## src/rtl/gse_pkg.sv

```systemverilog
package gse_pkg;
   localparam int PHASE_W = 32;
   typedef logic [PHASE_W-1:0] phase_t;
   localparam phase_t PHASE_HALF = 32'h8000_0000;

   // arctangent of 2^-idx as a fraction of a full turn scaled by 2^32
   function automatic phase_t atan_step(input int idx);
      case (idx)
         0:  atan_step = 32'd536870912;
         1:  atan_step = 32'd316933406;
         2:  atan_step = 32'd167458907;
         3:  atan_step = 32'd85004756;
         4:  atan_step = 32'd42667331;
         5:  atan_step = 32'd21354465;
         6:  atan_step = 32'd10679838;
         7:  atan_step = 32'd5340245;
         8:  atan_step = 32'd2670163;
         9:  atan_step = 32'd1335087;
         10: atan_step = 32'd667544;
         11: atan_step = 32'd333772;
         12: atan_step = 32'd166886;
         13: atan_step = 32'd83443;
         14: atan_step = 32'd41722;
         default: atan_step = phase_t'(20861 >> (idx - 15));
      endcase
   endfunction
endpackage

```

## src/rtl/gse_cordic_vec.sv

```systemverilog
module gse_cordic_vec
   import gse_pkg::*;
#(
   parameter int DW   = 16,
   parameter int ITER = 16
) (
   input  logic                 clk,
   input  logic                 rst,
   input  logic                 start,
   input  logic signed [DW-1:0] x_in,
   input  logic signed [DW-1:0] y_in,
   output logic                 busy,
   output logic                 done,
   output phase_t               z_out
);
   localparam int GB = 4;
   localparam int XW = DW + 2 + GB;
   localparam int CW = (ITER > 1) ? $clog2(ITER) : 1;

   if (ITER < 4 || ITER > 30) begin : g_bad_iter
      $error("gse_cordic_vec: ITER out of range");
   end

   logic signed [XW-1:0] x_q, y_q, x_ext, y_ext, x_sh, y_sh;
   logic [CW-1:0]        it_q;
   phase_t               z_q;

   always_comb begin
      x_ext = {{(XW-DW-GB){x_in[DW-1]}}, x_in, {GB{1'b0}}};
      y_ext = {{(XW-DW-GB){y_in[DW-1]}}, y_in, {GB{1'b0}}};
      x_sh  = x_q >>> it_q;
      y_sh  = y_q >>> it_q;
   end

   always_ff @(posedge clk) begin
      if (rst) begin
         busy <= 1'b0;
         done <= 1'b0;
         it_q <= '0;
         x_q  <= '0;
         y_q  <= '0;
         z_q  <= '0;
      end else begin
         done <= 1'b0;
         if (!busy) begin
            if (start) begin
               busy <= 1'b1;
               it_q <= '0;
               // left half-plane: turn by a half revolution first
               if (x_in[DW-1]) begin
                  x_q <= -x_ext;
                  y_q <= -y_ext;
                  z_q <= PHASE_HALF;
               end else begin
                  x_q <= x_ext;
                  y_q <= y_ext;
                  z_q <= '0;
               end
            end
         end else begin
            if (!y_q[XW-1]) begin
               x_q <= x_q + y_sh;
               y_q <= y_q - x_sh;
               z_q <= z_q + atan_step(int'(it_q));
            end else begin
               x_q <= x_q - y_sh;
               y_q <= y_q + x_sh;
               z_q <= z_q - atan_step(int'(it_q));
            end
            if (it_q == CW'(ITER-1)) begin
               busy <= 1'b0;
               done <= 1'b1;
            end else begin
               it_q <= it_q + CW'(1);
            end
         end
      end
   end

   assign z_out = z_q;

   AST_DONE_AFTER_BUSY: assert property (@(posedge clk) disable iff (rst)
      done |-> $past(busy));
   AST_START_ONLY_IDLE: assert property (@(posedge clk) disable iff (rst)
      $rose(busy) |-> $past(start));
endmodule

```

## src/rtl/gse_pi_ctrl.sv

```systemverilog
module gse_pi_ctrl #(
   parameter int NOM      = 21474836,
   parameter int LIM      = 4294967,
   parameter int KP_Q     = 3257,
   parameter int KP_SHIFT = 16,
   parameter int KI_Q     = 17169,
   parameter int KI_SHIFT = 24
) (
   input  logic               clk,
   input  logic               rst,
   input  logic               upd,
   input  logic signed [31:0] err,
   output logic signed [31:0] freq_next,
   output logic signed [31:0] freq
);
   if (LIM <= 0 || KP_SHIFT > 40 || KI_SHIFT > 40) begin : g_bad_gain
      $error("gse_pi_ctrl: gain or limit parameters out of range");
   end

   logic signed [31:0] integ_q, integ_n, prop, istep;
   logic signed [32:0] isum;

   always_comb begin
      prop  = 32'((longint'(err) * longint'(KP_Q)) >>> KP_SHIFT);
      istep = 32'((longint'(err) * longint'(KI_Q)) >>> KI_SHIFT);
      isum  = 33'(integ_q) + 33'(istep);
      if (longint'(isum) > longint'(LIM))
         integ_n = 32'(LIM);
      else if (longint'(isum) < -longint'(LIM))
         integ_n = -32'(LIM);
      else
         integ_n = 32'(isum);
      freq_next = 32'(NOM) + integ_n + prop;
   end

   always_ff @(posedge clk) begin
      if (rst) begin
         integ_q <= '0;
         freq    <= 32'(NOM);
      end else if (upd) begin
         integ_q <= integ_n;
         freq    <= freq_next;
      end
   end

   AST_INTEG_LIMIT: assert property (@(posedge clk) disable iff (rst)
      (integ_q <= LIM) && (integ_q >= -LIM));
   AST_FREQ_HOLD: assert property (@(posedge clk) disable iff (rst)
      !upd |=> $stable(freq));
endmodule

```

## src/rtl/gse_phase_acc.sv

```systemverilog
module gse_phase_acc
   import gse_pkg::*;
#(
   parameter phase_t CORR = 32'd0
) (
   input  logic               clk,
   input  logic               rst,
   input  logic               upd,
   input  logic signed [31:0] step,
   output phase_t             angle,
   output phase_t             angle_corr
);
   phase_t angle_n;
   assign angle_n = angle + phase_t'(step);

   always_ff @(posedge clk) begin
      if (rst) begin
         angle      <= '0;
         angle_corr <= CORR;
      end else if (upd) begin
         angle      <= angle_n;
         angle_corr <= angle_n + CORR;
      end
   end

   AST_CORR_OFFSET: assert property (@(posedge clk) disable iff (rst)
      (angle_corr - angle) == CORR);
   AST_ANGLE_STEP: assert property (@(posedge clk) disable iff (rst)
      upd |=> angle == $past(angle) + phase_t'($past(step)));
   AST_ANGLE_HOLD: assert property (@(posedge clk) disable iff (rst)
      !upd |=> $stable(angle));
endmodule

```

## src/rtl/grid_sync_estimator.sv

```systemverilog
module grid_sync_estimator
   import gse_pkg::*;
#(
   parameter int DW         = 16,
   parameter int ITER       = 16,
   parameter int SAMPLE_HZ  = 10000,
   parameter int GRID_HZ    = 50,
   parameter int FDEV_HZ    = 10,
   parameter int DELAY_N    = 12,
   parameter int KP_Q       = 3257,
   parameter int KP_SHIFT   = 16,
   parameter int KI_Q       = 17169,
   parameter int KI_SHIFT   = 24,
   parameter int AMP_RECIP  = 15825,
   parameter int AMP_SHIFT  = 12,
   parameter int AW         = DW + 4
) (
   input  logic                 clk,
   input  logic                 rst,
   input  logic                 sample_valid,
   input  logic signed [DW-1:0] d_in,
   input  logic signed [DW-1:0] q_in,
   output logic                 est_valid,
   output logic [31:0]          angle,
   output logic [31:0]          angle_corr,
   output logic signed [31:0]   freq,
   output logic signed [AW-1:0] amplitude
);
   localparam longint NOM_L  = (longint'(GRID_HZ) <<< 32) / SAMPLE_HZ;
   localparam longint LIM_L  = (longint'(FDEV_HZ) <<< 32) / SAMPLE_HZ;
   localparam longint CORR_L = ((64'sd1 <<< 32) / (2 * DELAY_N)) - (64'sd1 <<< 30);
   localparam phase_t CORR_W = phase_t'(CORR_L);

   if (DELAY_N < 2 || SAMPLE_HZ <= 2 * GRID_HZ) begin : g_bad_cfg
      $error("grid_sync_estimator: delay factor or sample rate out of range");
   end
   if (longint'(AMP_RECIP) >= (64'sd1 <<< (AMP_SHIFT + AW - DW - 1))) begin : g_bad_amp
      $error("grid_sync_estimator: AW too narrow for AMP_RECIP");
   end

   logic                 busy, done;
   phase_t               z;
   logic signed [DW-1:0] d_hold;
   logic signed [31:0]   freq_next;

   gse_cordic_vec #(.DW(DW), .ITER(ITER)) i_cordic (
      .clk(clk), .rst(rst), .start(sample_valid),
      .x_in(d_in), .y_in(q_in),
      .busy(busy), .done(done), .z_out(z)
   );

   gse_pi_ctrl #(
      .NOM(int'(NOM_L)), .LIM(int'(LIM_L)),
      .KP_Q(KP_Q), .KP_SHIFT(KP_SHIFT), .KI_Q(KI_Q), .KI_SHIFT(KI_SHIFT)
   ) i_pi (
      .clk(clk), .rst(rst), .upd(done), .err(signed'(z)),
      .freq_next(freq_next), .freq(freq)
   );

   gse_phase_acc #(.CORR(CORR_W)) i_acc (
      .clk(clk), .rst(rst), .upd(done), .step(freq_next),
      .angle(angle), .angle_corr(angle_corr)
   );

   always_ff @(posedge clk) begin
      if (rst) begin
         d_hold    <= '0;
         amplitude <= '0;
         est_valid <= 1'b0;
      end else begin
         est_valid <= done;
         if (sample_valid && !busy)
            d_hold <= d_in;
         if (done)
            amplitude <= AW'((longint'(d_hold) * longint'(AMP_RECIP)) >>> AMP_SHIFT);
      end
   end

   AST_VALID_PULSE: assert property (@(posedge clk) disable iff (rst)
      est_valid |=> !est_valid);
   AST_AMP_HOLD: assert property (@(posedge clk) disable iff (rst)
      !est_valid |-> $stable(amplitude));
endmodule

```

## config.mk

```make
export PLATFORM = sky130hd
export DESIGN_NAME = grid_sync_estimator
export DESIGN_NICKNAME = d
export VERILOG_FILES = /design/src/rtl/gse_pkg.sv /design/src/rtl/gse_cordic_vec.sv /design/src/rtl/gse_pi_ctrl.sv /design/src/rtl/gse_phase_acc.sv /design/src/rtl/grid_sync_estimator.sv
export SDC_FILE = /design/constraint.sdc
export NUM_CORES = 2
export LEC_CHECK = 0
export ABC_AREA = 1
export BUFFER_PORTS_ARGS = -buffer_cell sky130_fd_sc_hd__buf_2
export CORE_AREA = 2 2 285 287
export CTS_CLUSTER_DIAMETER = 200
export DETAILED_ROUTE_END_ITERATION = 10
export DIE_AREA = 0 0 287 289
export GPL_TIMING_DRIVEN = 0
export PLACE_DENSITY = 0.69
export SLEW_MARGIN = 20
export SYNTH_ARGS = -nofsm -noshare
export SYNTH_HDL_FRONTEND = slang
export SYNTH_SLANG_ARGS = --single-unit
```

## constraint.sdc

```tcl
create_clock -name clk -period 15.26 [get_ports clk]
set_input_delay 3.052 -clock clk [delete_from_list [all_inputs] [get_ports clk]]
set_output_delay 3.052 -clock clk [all_outputs]
set_load 0.05 [all_outputs]
```

==> results.py <==
metrics = {
    "yosys": {
        "synth-edff-count": 0,
        "synthFlopType": "dfxtp_1",
        "synth_area_mm2": 0.0437,
        "synth_cell_types": 58,
        "synth_top_cell_area_share_pct": 17.5,
        "seq_area_frac_synth_pct": 11.2,
        "yosys.area.top_type": "ha_1",
        "ys_seq_elements": 245,
        "syn-num-nets": 7515,
        "synth.avg_cell_area_um2": 6.70,
        "synth_area_leaders": "ha_1 (18%), fa_1 (16%), nand2_1 (13%)",
        "synthCells": 6523,
        "ys_warn_count": 0,
        "async_flop_share_pct": 0,
    },
    "worst_setup_path": {
        "r2r_cells": 66,
        "cp_top_family": "simple AND/OR/NAND/NOR gates",
        "r2r_end": "i_acc.angle_corr[28]",
        "r2r-start": "i_cordic.z_out[16]",
        "cp.arrival_ns": 14.77,
        "critPathKind": "register to register",
        "cp_slowest_cell": "dfxtp_1",
        "cpPeakStageDelay_ns": 0.80,
        "path_common_cell": "nand2_1",
        "endpoint_kind": "register",
        "worstPathRequired_ns": 15.79,
        "path_max_fanout": 10,
        "critPathLaunchType": "register",
        "critPathBufInv": 6,
        "rrSetupSlack_ns": 1.01,
    },
    "clocking": {
        "hold_buffers": 0,
        "cts.clk_slew.worst_paths_ns": 0.06,
        "clk_latency_ns": 0.59,
        "cts_sinks": 245,
        "h-tree-depth": 2,
        "numCtsBuffers": 36,
        "clock_path_buffers": 3,
        "cts_tree": "done",
        "cts_root_buffer": "clkbuf_16",
    },
    "sta": {
        "final.setup.tns_ns": 0,
        "rsz0062_at_grt": "false",
        "finalSetupViolCount": 0,
        "hold_violations": 0,
        "worst_pin_slew_ns": 1.19,
        "slew_viol_final": 0,
        "relSlewSlack_pct": 20.5,
        "period_share_pct": 93.4,
        "fin_crit_ns": 14.25,
        "fin_skew_ns": 0.0602,
        "max_freq_mhz": 70.2,
    },
    "drt": {
        "first_pass_iters": 7,
        "avgViaCountPerCell": 5.58,
        "wl_mm": 150,
        "drc": 0,
        "ant_nets": 0,
        "wl_per_cell_um": 19.2,
        "detailroute.via_count": 43557,
        "drt_iter0_markers": 3846,
    },
    "run_status": {
        "outcome": "complete, no violations",
    },
    "grt": {
        "grt_start_max_net_pins": 24,
        "grt_pass1_wl_mm": 231,
        "grt_usage_pct": 35.8,
        "grt_overflow": 0,
        "antenna_found_initial": 6,
        "grt_pass1_vias": 41171,
    },
    "placement": {
        "port_buffers": 151,
        "gp_congestion": 1.06,
        "placed_cells": 7735,
        "hpwl_mm": 127,
        "place_area_mm2": 0.0458,
    },
    "die": {
        "die_w_um": 287,
        "ioPinCount": 152,
        "placementRows": 104,
        "die_area_mm2": 0.0829,
        "die_h_um": 289,
        "core-area_mm2": 0.0799,
        "initial_utilization_pct": 54.7,
    },
    "min_path": {
        "min_path_cells": 2,
        "hold-path-endpoint": "i_acc.angle_corr[7]",
        "worstHoldStart": "i_acc.angle_corr[7]",
        "min_path_type": "register to register",
    },
    "layout": {
        "instances_no_fill": 7807,
        "final_area_mm2": 0.0471,
        "layout.nets": 7707,
        "drive_above_1_share_pct": 5.43,
        "syn2layout_area_growth_pct": 7.71,
    },
    "job": {
        "drv_cap": 0,
    },
}
## synth_stat cells, types with 5 or more instances
cell type  instances
dfxtp_1          245
o21ai_1           35
and3_1             5
xor2_1           139
mux2i_1            7
xnor2_1           75
buf_4             11
nand3_2            7
a211oi_1          15
ha_1             613
a21oi_1          464
o21a_1            16
nand2_2           18
inv_1           1251
o31ai_1           14
clkbuf_1          82
nand3b_1          15
or2_2             36
o2111ai_1          5
o221ai_1           6
nand2_1         1490
o21bai_1          18
o211ai_1          60
nor2_2            19
a21boi_0           9
buf_2              9
buf_6             10
nand3_1          353
a31oi_1           36
nor4_1            26
o21ai_0          378
nor3_1            42
nor2_1           507
fa_1             344
buf_1             22
nand4_1           57
a21o_1            23
inv_2             18
## worst max path at each step
stage                             from                   end  depth (start not counted)
detailed placement  i_cordic.z_out[31]  i_acc.angle_corr[28]                         66
floorplan           i_cordic.z_out[31]  i_acc.angle_corr[22]                         66
global placement    i_cordic.z_out[31]  i_acc.angle_corr[28]                         61
finish              i_cordic.z_out[16]  i_acc.angle_corr[28]                         66
CTS                 i_cordic.z_out[14]  i_acc.angle_corr[28]                         65
global route        i_cordic.z_out[17]  i_acc.angle_corr[28]                         68
## timing repair
action	in CTS	in global routing
endpoints found under the setup margin	0	12
gates resized for setup	0	11
buffers inserted	0	2
## cell usage in the layout, fill, tap and decap left out, types with 139 or more instances in the layout
cell and instances:
a21oi_1 464, buf_2 160, dfxtp_1 235, fa_1 344
ha_1 613, inv_1 1251, nand2_1 1490, nand3_1 353
nor2_1 507, o21ai_0 377, xor2_1 139
## sequential cells by signal, summed over array words and instances (netlist names)
register          flops
i_cordic.z_out       32
i_cordic.done         1
amplitude            19
i_cordic.y_q         22
i_pi.freq            32
i_cordic.busy         1
d_hold               16
i_acc.angle_corr     32
i_cordic.it_q         4
i_pi.integ_q         32
est_valid             1
i_acc.angle          31
i_cordic.x_q         22
## logic make-up (layout without fill, tap and decap cells)
family | count (synthesis) | after routing | synth area share, %
other cells | 0 | 5 | 0
xor+xnor | 215 | 215 | 4.33
fa+ha+maj | 957 | 957 | 33.3
flops | 245 | 245 | 11.2
buf+inv | 1409 | 1628 | 12.4
simple gates | 2585 | 2585 | 24.6
mux | 7 | 7 | 0.160
compound gates | 1105 | 1105 | 14.0
## area by class of cell
type                    instances  area [um^2]
multi-input cells            4869        33400
well taps                    1060         1330
inverters                    1275         4790
flip-flops and latches        245         4920
repair buffers                154          782
clock inverters                18          225
diodes                          5         12.5
clock buffers                  47         1000
fillers                      8039        32800
plain buffers                 134          631
## stage by stage
stage / utilization, % / setup WS [ns] / hold WS [ns]
2_1_floorplan: - / 4.51 / 0.456
6_report: 58.9 / 1.01 / 0.470
3_3_place_gp: 57.3 / 0.499 / 0.450
3_5_place_dp: 57.3 / 0.955 / 0.454
4_1_cts: 58.9 / 0.784 / 0.468
5_1_grt: 58.9 / 0.000298 / 0.484
## worst min-delay path, delay by kind of cell, from the launching register on
family           cells  cell delay (ns)
flip-flops           1             0.32
AO/OA/AOI/OAI        1             0.06
AND/OR/NAND/NOR      1             0.05
## layer usage
layer / vias to the layer above / part of all wire [%] / GRT usage [%]
li1: 21312 / - / -
met1: 20334 / 43 / 47.7
met2: 1611 / 45 / 58.3
met5: - / 0.0080 / 0
met3: 298 / 8.1 / 5.38
met4: 2 / 4.4 / 14.6
Power is not shown: default switching activity piles up to over one toggle a cycle in this logic, so the estimate is an artifact.
